`src/rtl/tt_spi_pkg.sv`:
```
package tt_spi_pkg;
  typedef enum logic [2:0] {
    TX_IDLE,
    TX_WAIT,
    TX_SETUP,
    TX_HIGH,
    TX_LOW,
    TX_HOLD,
    TX_END
  } tx_state_e;
endpackage

```
`src/rtl/tt_spi_sync.sv`:
```
module tt_spi_sync #(
  parameter int          W       = 3,
  parameter int          STAGES  = 2,
  parameter logic [W-1:0] RST_VAL = '0
) (
  input  logic         clk,
  input  logic         rst_n,
  input  logic [W-1:0] d,
  output logic [W-1:0] q
);
  logic [W-1:0] stage_q [STAGES];

  generate
    for (genvar s = 0; s < STAGES; s++) begin : g_stage
      if (s == 0) begin : g_first
        always_ff @(posedge clk or negedge rst_n) begin
          if (!rst_n) stage_q[s] <= RST_VAL;
          else        stage_q[s] <= d;
        end
      end else begin : g_next
        always_ff @(posedge clk or negedge rst_n) begin
          if (!rst_n) stage_q[s] <= RST_VAL;
          else        stage_q[s] <= stage_q[s-1];
        end
      end
    end
  endgenerate

  assign q = stage_q[STAGES-1];
endmodule

```
`src/rtl/tt_spi_rx.sv`:
```
module tt_spi_rx #(
  parameter int BITS = 8
) (
  input  logic            clk,
  input  logic            rst_n,
  input  logic            en,
  input  logic            sck_s,
  input  logic            ss_n_s,
  input  logic            sd_s,
  output logic [BITS-1:0] rx_data,
  output logic            rx_valid
);
  localparam int CW = $clog2(BITS);

  logic            sck_prev_q;
  logic [CW-1:0]   cnt_q, cnt_d;
  logic [BITS-1:0] sh_q, sh_d;
  logic [BITS-1:0] data_q, data_d;
  logic            valid_q, valid_d;
  logic            rise;

  assign rise = sck_s & ~sck_prev_q & ~ss_n_s & en;

  always_comb begin
    cnt_d   = cnt_q;
    sh_d    = sh_q;
    data_d  = data_q;
    valid_d = 1'b0;
    if (ss_n_s || !en) begin
      cnt_d = '0;
    end else if (rise) begin
      sh_d  = {sh_q[BITS-2:0], sd_s};
      cnt_d = cnt_q + 1'b1;
      if (cnt_q == CW'(BITS-1)) begin
        data_d  = {sh_q[BITS-2:0], sd_s};
        valid_d = 1'b1;
        cnt_d   = '0;
      end
    end
  end

  always_ff @(posedge clk or negedge rst_n) begin
    if (!rst_n) begin
      sck_prev_q <= 1'b0;
      cnt_q      <= '0;
      sh_q       <= '0;
      data_q     <= '0;
      valid_q    <= 1'b0;
    end else begin
      sck_prev_q <= sck_s;
      cnt_q      <= cnt_d;
      sh_q       <= sh_d;
      data_q     <= data_d;
      valid_q    <= valid_d;
    end
  end

  assign rx_data  = data_q;
  assign rx_valid = valid_q;

  // a byte needs eight edges, so the strobe can never repeat back to back
  p_valid_single_r2: assert property (@(posedge clk) disable iff (!rst_n)
    rx_valid |=> !rx_valid);
endmodule

```
`src/rtl/tt_spi_tx.sv`:
```
module tt_spi_tx
  import tt_spi_pkg::*;
#(
  parameter int BITS     = 8,
  parameter int HALF_CYC = 4,
  parameter int IDLE_MIN = 8
) (
  input  logic            clk,
  input  logic            rst_n,
  input  logic            sck_s,
  input  logic            ss_n_s,
  input  logic [BITS-1:0] tx_data,
  input  logic            tx_start,
  output logic            drive,
  output logic            sck_o,
  output logic            ss_n_o,
  output logic            sd_o,
  output logic            tx_busy,
  output logic            tx_done
);
  localparam int TW = $clog2(HALF_CYC + 1);
  localparam int IW = $clog2(IDLE_MIN + 1);
  localparam int BW = $clog2(BITS);

  tx_state_e       state_q, state_d;
  logic [TW-1:0]   timer_q, timer_d;
  logic [IW-1:0]   idle_q, idle_d;
  logic [BW-1:0]   bit_q, bit_d;
  logic [BITS-1:0] sh_q, sh_d;
  logic            done_q, done_d;
  logic            tick;
  logic            timed;

  assign tick  = (timer_q == TW'(HALF_CYC - 1));
  assign timed = (state_q != TX_IDLE) && (state_q != TX_WAIT);

  always_comb begin
    state_d = state_q;
    timer_d = timed ? (tick ? '0 : timer_q + 1'b1) : '0;
    idle_d  = idle_q;
    bit_d   = bit_q;
    sh_d    = sh_q;
    done_d  = 1'b0;
    unique case (state_q)
      TX_IDLE: if (tx_start) begin
        sh_d    = tx_data;
        idle_d  = '0;
        state_d = TX_WAIT;
      end
      TX_WAIT: begin
        if (ss_n_s && !sck_s) begin
          if (idle_q == IW'(IDLE_MIN - 1)) begin
            bit_d   = '0;
            state_d = TX_SETUP;
          end else begin
            idle_d = idle_q + 1'b1;
          end
        end else begin
          idle_d = '0;
        end
      end
      TX_SETUP: if (tick) state_d = TX_HIGH;
      TX_HIGH: if (tick) begin
        if (bit_q == BW'(BITS - 1)) begin
          state_d = TX_HOLD;
        end else begin
          sh_d    = {sh_q[BITS-2:0], 1'b0};
          bit_d   = bit_q + 1'b1;
          state_d = TX_LOW;
        end
      end
      TX_LOW:  if (tick) state_d = TX_HIGH;
      TX_HOLD: if (tick) state_d = TX_END;
      TX_END: if (tick) begin
        done_d  = 1'b1;
        state_d = TX_IDLE;
      end
      default: state_d = TX_IDLE;
    endcase
  end

  always_ff @(posedge clk or negedge rst_n) begin
    if (!rst_n) begin
      state_q <= TX_IDLE;
      timer_q <= '0;
      idle_q  <= '0;
      bit_q   <= '0;
      sh_q    <= '0;
      done_q  <= 1'b0;
    end else begin
      state_q <= state_d;
      timer_q <= timer_d;
      idle_q  <= idle_d;
      bit_q   <= bit_d;
      sh_q    <= sh_d;
      done_q  <= done_d;
    end
  end

  assign drive   = timed;
  assign sck_o   = (state_q == TX_HIGH);
  assign ss_n_o  = !((state_q == TX_SETUP) || (state_q == TX_HIGH) ||
                     (state_q == TX_LOW)   || (state_q == TX_HOLD));
  assign sd_o    = sh_q[BITS-1];
  assign tx_busy = (state_q != TX_IDLE);
  assign tx_done = done_q;

  // data held through every high SCK phase
  p_data_stable_high_r5: assert property (@(posedge clk) disable iff (!rst_n)
    (drive && sck_o && $past(sck_o)) |-> $stable(sd_o));
  // select only moves while SCK is low
  p_ss_edge_sck_low_r6: assert property (@(posedge clk) disable iff (!rst_n)
    (drive && $changed(ss_n_o)) |-> (!sck_o && !$past(sck_o)));
  // mastership begins only after the line was seen free
  p_take_when_free_r7: assert property (@(posedge clk) disable iff (!rst_n)
    $rose(drive) |-> $past(ss_n_s && !sck_s));
  // done follows a busy period and lands with busy low
  p_done_after_busy_r8: assert property (@(posedge clk) disable iff (!rst_n)
    tx_done |-> (!tx_busy && $past(tx_busy)));
endmodule

```
`src/rtl/tt_spi_endpoint.sv`:
```
module tt_spi_endpoint #(
  parameter int BITS     = 8,
  parameter int SYNC     = 2,
  parameter int HALF_CYC = 4,
  parameter int IDLE_MIN = 8
) (
  input  logic            clk,
  input  logic            rst_n,
  input  logic            sck_i,
  output logic            sck_o,
  output logic            sck_oe,
  input  logic            ss_n_i,
  output logic            ss_n_o,
  output logic            ss_n_oe,
  input  logic            sd_i,
  output logic            sd_o,
  output logic            sd_oe,
  output logic [BITS-1:0] rx_data,
  output logic            rx_valid,
  input  logic [BITS-1:0] tx_data,
  input  logic            tx_start,
  output logic            tx_busy,
  output logic            tx_done
);
  logic [2:0] pads_s;
  logic       drive;

  tt_spi_sync #(.W(3), .STAGES(SYNC), .RST_VAL(3'b010)) u_sync (
    .clk  (clk),
    .rst_n(rst_n),
    .d    ({sck_i, ss_n_i, sd_i}),
    .q    (pads_s)
  );

  tt_spi_rx #(.BITS(BITS)) u_rx (
    .clk     (clk),
    .rst_n   (rst_n),
    .en      (!drive),
    .sck_s   (pads_s[2]),
    .ss_n_s  (pads_s[1]),
    .sd_s    (pads_s[0]),
    .rx_data (rx_data),
    .rx_valid(rx_valid)
  );

  tt_spi_tx #(.BITS(BITS), .HALF_CYC(HALF_CYC), .IDLE_MIN(IDLE_MIN)) u_tx (
    .clk     (clk),
    .rst_n   (rst_n),
    .sck_s   (pads_s[2]),
    .ss_n_s  (pads_s[1]),
    .tx_data (tx_data),
    .tx_start(tx_start),
    .drive   (drive),
    .sck_o   (sck_o),
    .ss_n_o  (ss_n_o),
    .sd_o    (sd_o),
    .tx_busy (tx_busy),
    .tx_done (tx_done)
  );

  assign sck_oe  = drive;
  assign ss_n_oe = drive;
  assign sd_oe   = drive;

  // own transmission never yields a receive strobe
  p_no_self_rx_r9: assert property (@(posedge clk) disable iff (!rst_n)
    drive |-> !rx_valid);
  // drivers only on while a transmission is pending
  p_drive_needs_busy_r4: assert property (@(posedge clk) disable iff (!rst_n)
    sck_oe |-> tx_busy);
endmodule

```
`config.mk`:
```
export PLATFORM = sky130hd
export DESIGN_NAME = tt_spi_endpoint
export DESIGN_NICKNAME = d
export VERILOG_FILES = /design/src/rtl/tt_spi_pkg.sv /design/src/rtl/tt_spi_sync.sv /design/src/rtl/tt_spi_rx.sv /design/src/rtl/tt_spi_tx.sv /design/src/rtl/tt_spi_endpoint.sv
export SDC_FILE = /design/constraint.sdc
export NUM_CORES = 1
export LEC_CHECK = 0
export BUFFER_PORTS_ARGS = -buffer_cell sky130_fd_sc_hd__buf_4
export CAP_MARGIN = 40
export CORE_ASPECT_RATIO = 0.5
export CORE_MARGIN = 1.5
export CORE_UTILIZATION = 40
export DETAILED_ROUTE_END_ITERATION = 8
export HOLD_SLACK_MARGIN = 0.08
export SLEW_MARGIN = 10
export SYNTH_ARGS = -nofsm -noshare
export SYNTH_HDL_FRONTEND = slang
export SYNTH_SLANG_ARGS = --single-unit
export TNS_END_PERCENT = 10
```
`constraint.sdc`:
```
create_clock -name clk -period 2.7 [get_ports clk]
set_input_delay 0.27 -clock clk [delete_from_list [all_inputs] [get_ports clk]]
set_output_delay 0.27 -clock clk [all_outputs]
set_load 0.01 [all_outputs]
```
==> qor.txt <==
Share of cells above drive strength 1 = 24.4%
CTS sink cnt = 48
Number of global-route vias before repair = 1293
Mapped Nets = 208
Number of flops mapped to enable cells by yosys = 0
Core ar. = 5040 sq um
Post-synth ARST share = 100%
DR WL/cell = 12.1 um
Synth Area in Compound Gates = 8.29%
Final WS setup = 0.621 ns
1st-pass router iterations = 4
Clk root buf = clkbuf_8
Syn Std Cell Area = 2140 sq um
Filler cell count = 485
CP delay by family, top = simple AND/OR/NAND/NOR gates
Setup TNS = 0 ns
Reg2Reg Depth = 4
Routability congestion estimate = 0.729
Register area share after synthesis = 56.2%
Cells after Synth = 188
Register area = 1200 sq um
Final nets = 240
CP Class = flop to primary output
First-iteration detailed-routing DRC count = 49
Via density = 4.81
Tot GR Track Use = 13.6%
Synth warn = 0
IO Count = 31
Lkg Pwr = 1.37 nW
Crit start category = flop
Clock tree from TritonCTS = yes
Initial Utilization = 42.5%
Antenna cells = 0
Yosys reg bits = 48
Die Area = 5830 sq um
Worst path cell trace = nor2b_1 > nand2_1 > inv_1 > buf_4
Rel. slew slack = 60.6%
Largest net degree at the start of global routing = 49
CP max-delay cell = dfrtp_1
Initial antenna violation count = 0
Non-Filler Instances = 291
Power per Cell Area = 652 nW/um^2
Setup Buffers After CTS = 0
Most used DFF post-synth = dfrtp_1
Most common cell after layout, fill and taps aside = dfrtp_1
Die width = 106 um
Area leader, netlist = dfrtp_1
Status = completed
Min cycle time layout = 2.08 ns
Dpl ws = 0.811 ns
Layout Skew = 0.00304 ns
HP Class = input port to flop
CTS clk-pin slew, worst paths = 0.09 ns
First-pass GRT wire length = 5920 um
Final WL = 3510 um
Worst EP arrival = 1.81 ns
Number of port buffers = 30
Routed Antenna Nets = 0
Min-Delay Path Depth = 3
Mux cell area share after synthesis = 11.9%
Htree depth = 2
Synth top area cells = dfrtp_1 54%, nand2_1 6.0%, mux2_4 5.6%, mux2i_1 4.7%, ha_1 3.5%
Worst vdd ir = 279 uV
Crit. End Element = primary output
Final hold viol count = 0
Placed Cells = 279
Buf/Inv on CP = 2
HPWL after DPL = 2410 um
Worst Max-Slew Pin Slew = 0.590 ns
Fmax = 481 MHz
RSZ-0062 raised after global routing = false
Reg2Reg Launch Point = u_tx.state_q[1]$_DFFE_PN0P_
Commonest non-fill, non-tap cells in the layout = 46 x dfrtp_1, 34 x nand2_1, 30 x buf_4
Multi-input gate area = 882 sq um
Simple-gate share of the synthesized area = 16.6%
Critical R2R Capture = u_rx.rx_data[2]$_DFFE_PN0P_
Post-synthesis adder-cell area fraction = 3.97%
Avg Cell Area, Syn = 11.4 sq um
Remaining Overflow, GRT = 0
Total power draw = 1.67 mW
Setup Viol. Count Final = 0
Share of the synthesized area in the top cell type = 53.7%
Final period utilization = 77.0%
Fin. max-slew vios = 0
DRC = 0
Via count = 1400
CP max FO = 13
Later-pin clock latency in the skew report = 0.30 ns
Xor-xnor portion of the synthesized cell area = 0.409%
CTS Buf Count = 5
Clock buffer depth = 2
Unique masters post-synth = 34
# rows = 18
Min-delay src = tx_data[0]
Main combinational cell family by area after synthesis = simple AND/OR/NAND/NOR gates
Chip height = 54.7 um
Area grow syn2layout = 19.4%
Max Cap Viol = 0
CP peak stage delay = 0.54 ns
Req. time, crit path = 2.43 ns
Worst Hold Endpoint = u_tx.sh_q[0]$_DFFE_PN0P_
Reg2Reg Setup Slack = 0.79 ns
[stage by stage]
| step | instance area, sq um | hold slack [ns] | util [%] |
|---|---|---|---|
| detailed placement | 2410 | 0.322 | 47.8 |
| floorplan | 2140 | -0.0256 | - |
| finish | 2560 | 0.188 | 50.7 |
| global route | 2560 | 0.196 | 50.7 |
| global placement | 2410 | 0.317 | 47.8 |
| CTS | 2560 | 0.185 | 50.7 |
[sequential cells by signal, indices dropped and copies added (netlist names)]
register and cells:
u_tx.tx_done 1, u_tx.bit_q 3, u_sync.q 3, u_rx.rx_valid 1, u_tx.timer_q 3, u_rx.cnt_q 3
u_tx.idle_q 4, u_tx.sh_q 8, u_sync.stage_q 3, u_rx.sh_q 7, u_rx.sck_prev_q 1, u_rx.rx_data 8
u_tx.state_q 3
[area by class of cell]
| type | instances | share of cell area (%) |
|---|---|---|
| Clock buffer | 6 | 2.84 |
| Clock inverter | 2 | 1.37 |
| Inverter | 3 | 0.440 |
| Multi-Input combinational cell | 128 | 34.5 |
| Sequential cell | 48 | 47.1 |
| Tap cell | 70 | 3.42 |
| Timing Repair Buffer | 34 | 10.4 |
[worst register-to-register path, stage by stage, from the launching register on]
cell	delay, ns
dfrtp_1	0.56
or3_1	0.58
nor2_8	0.20
nand2_4	0.14
mux2_4	0.32
[cells in the mapped netlist (all sizes together), types with 2 or more instances]
master	number
dfrtp	46
nor3	4
mux2i	10
dfstp	2
nor2b	2
buf	5
nand2	35
nor2	10
o21ai	13
a22o	4
a21oi	5
ha	6
nand3b	2
nor3b	4
clkbuf	4
nand3	3
nand2b	5
mux2	11
a31o	2
and3	2
inv	3
or3	2
[timing repair]
action,in CTS,in global routing
hold buffers,4,0
resized for setup,0,0
setup endpoints to repair,0,0
hold endpoints to repair,49,0
[metal layers]
| metal | GRT usage (%) | vias to the layer above | wire, um |
|---|---|---|---|
| li1 | - | 712 | - |
| met1 | 17.4 | 667 | 1800 |
| met2 | 22.0 | 17 | 1550 |
| met3 | 4.29 | 4 | 120 |
| met4 | 5.33 | 0 | 36 |
| met5 | 0 | - | 0 |
[cell families (layout without fill, tap and decap cells)]
kind of cell,count (synthesis),in the layout
AOI/OAI and AO/OA,28,28
xor gates and xnor gates,1,1
adders and majority gates,7,7
buffers and inverters,12,45
DFF,48,48
muxes,21,21
and+or+nand+nor,71,71
[power breakdown]
part           switching, mW  internal, mW  leakage, nW
Sequential            0.0721         0.818        0.630
Clock                  0.235         0.275       0.0552
Combinational          0.141         0.125        0.686
Total                  0.449          1.22         1.37
[worst max-delay path by stage]
stage | startpoint | to | slack [ns] | cells after the start
2_1_floorplan | u_tx.state_q[1]$_DFFE_PN0P_ | u_rx.rx_data[0]$_DFFE_PN0P_ | 1.09 | 5
3_3_place_gp | u_tx.state_q[1]$_DFFE_PN0P_ | u_rx.rx_data[7]$_DFFE_PN0P_ | 0.86 | 4
3_5_place_dp | u_tx.state_q[1]$_DFFE_PN0P_ | u_rx.rx_data[3]$_DFFE_PN0P_ | 0.81 | 4
4_1_cts | u_tx.state_q[0]$_DFFE_PN0P_ | sck_o | 0.61 | 4
5_1_grt | u_tx.state_q[0]$_DFFE_PN0P_ | sck_o | 0.42 | 4
6_report | u_tx.state_q[0]$_DFFE_PN0P_ | sck_o | 0.62 | 4
(Power assumes the default switching activity.)
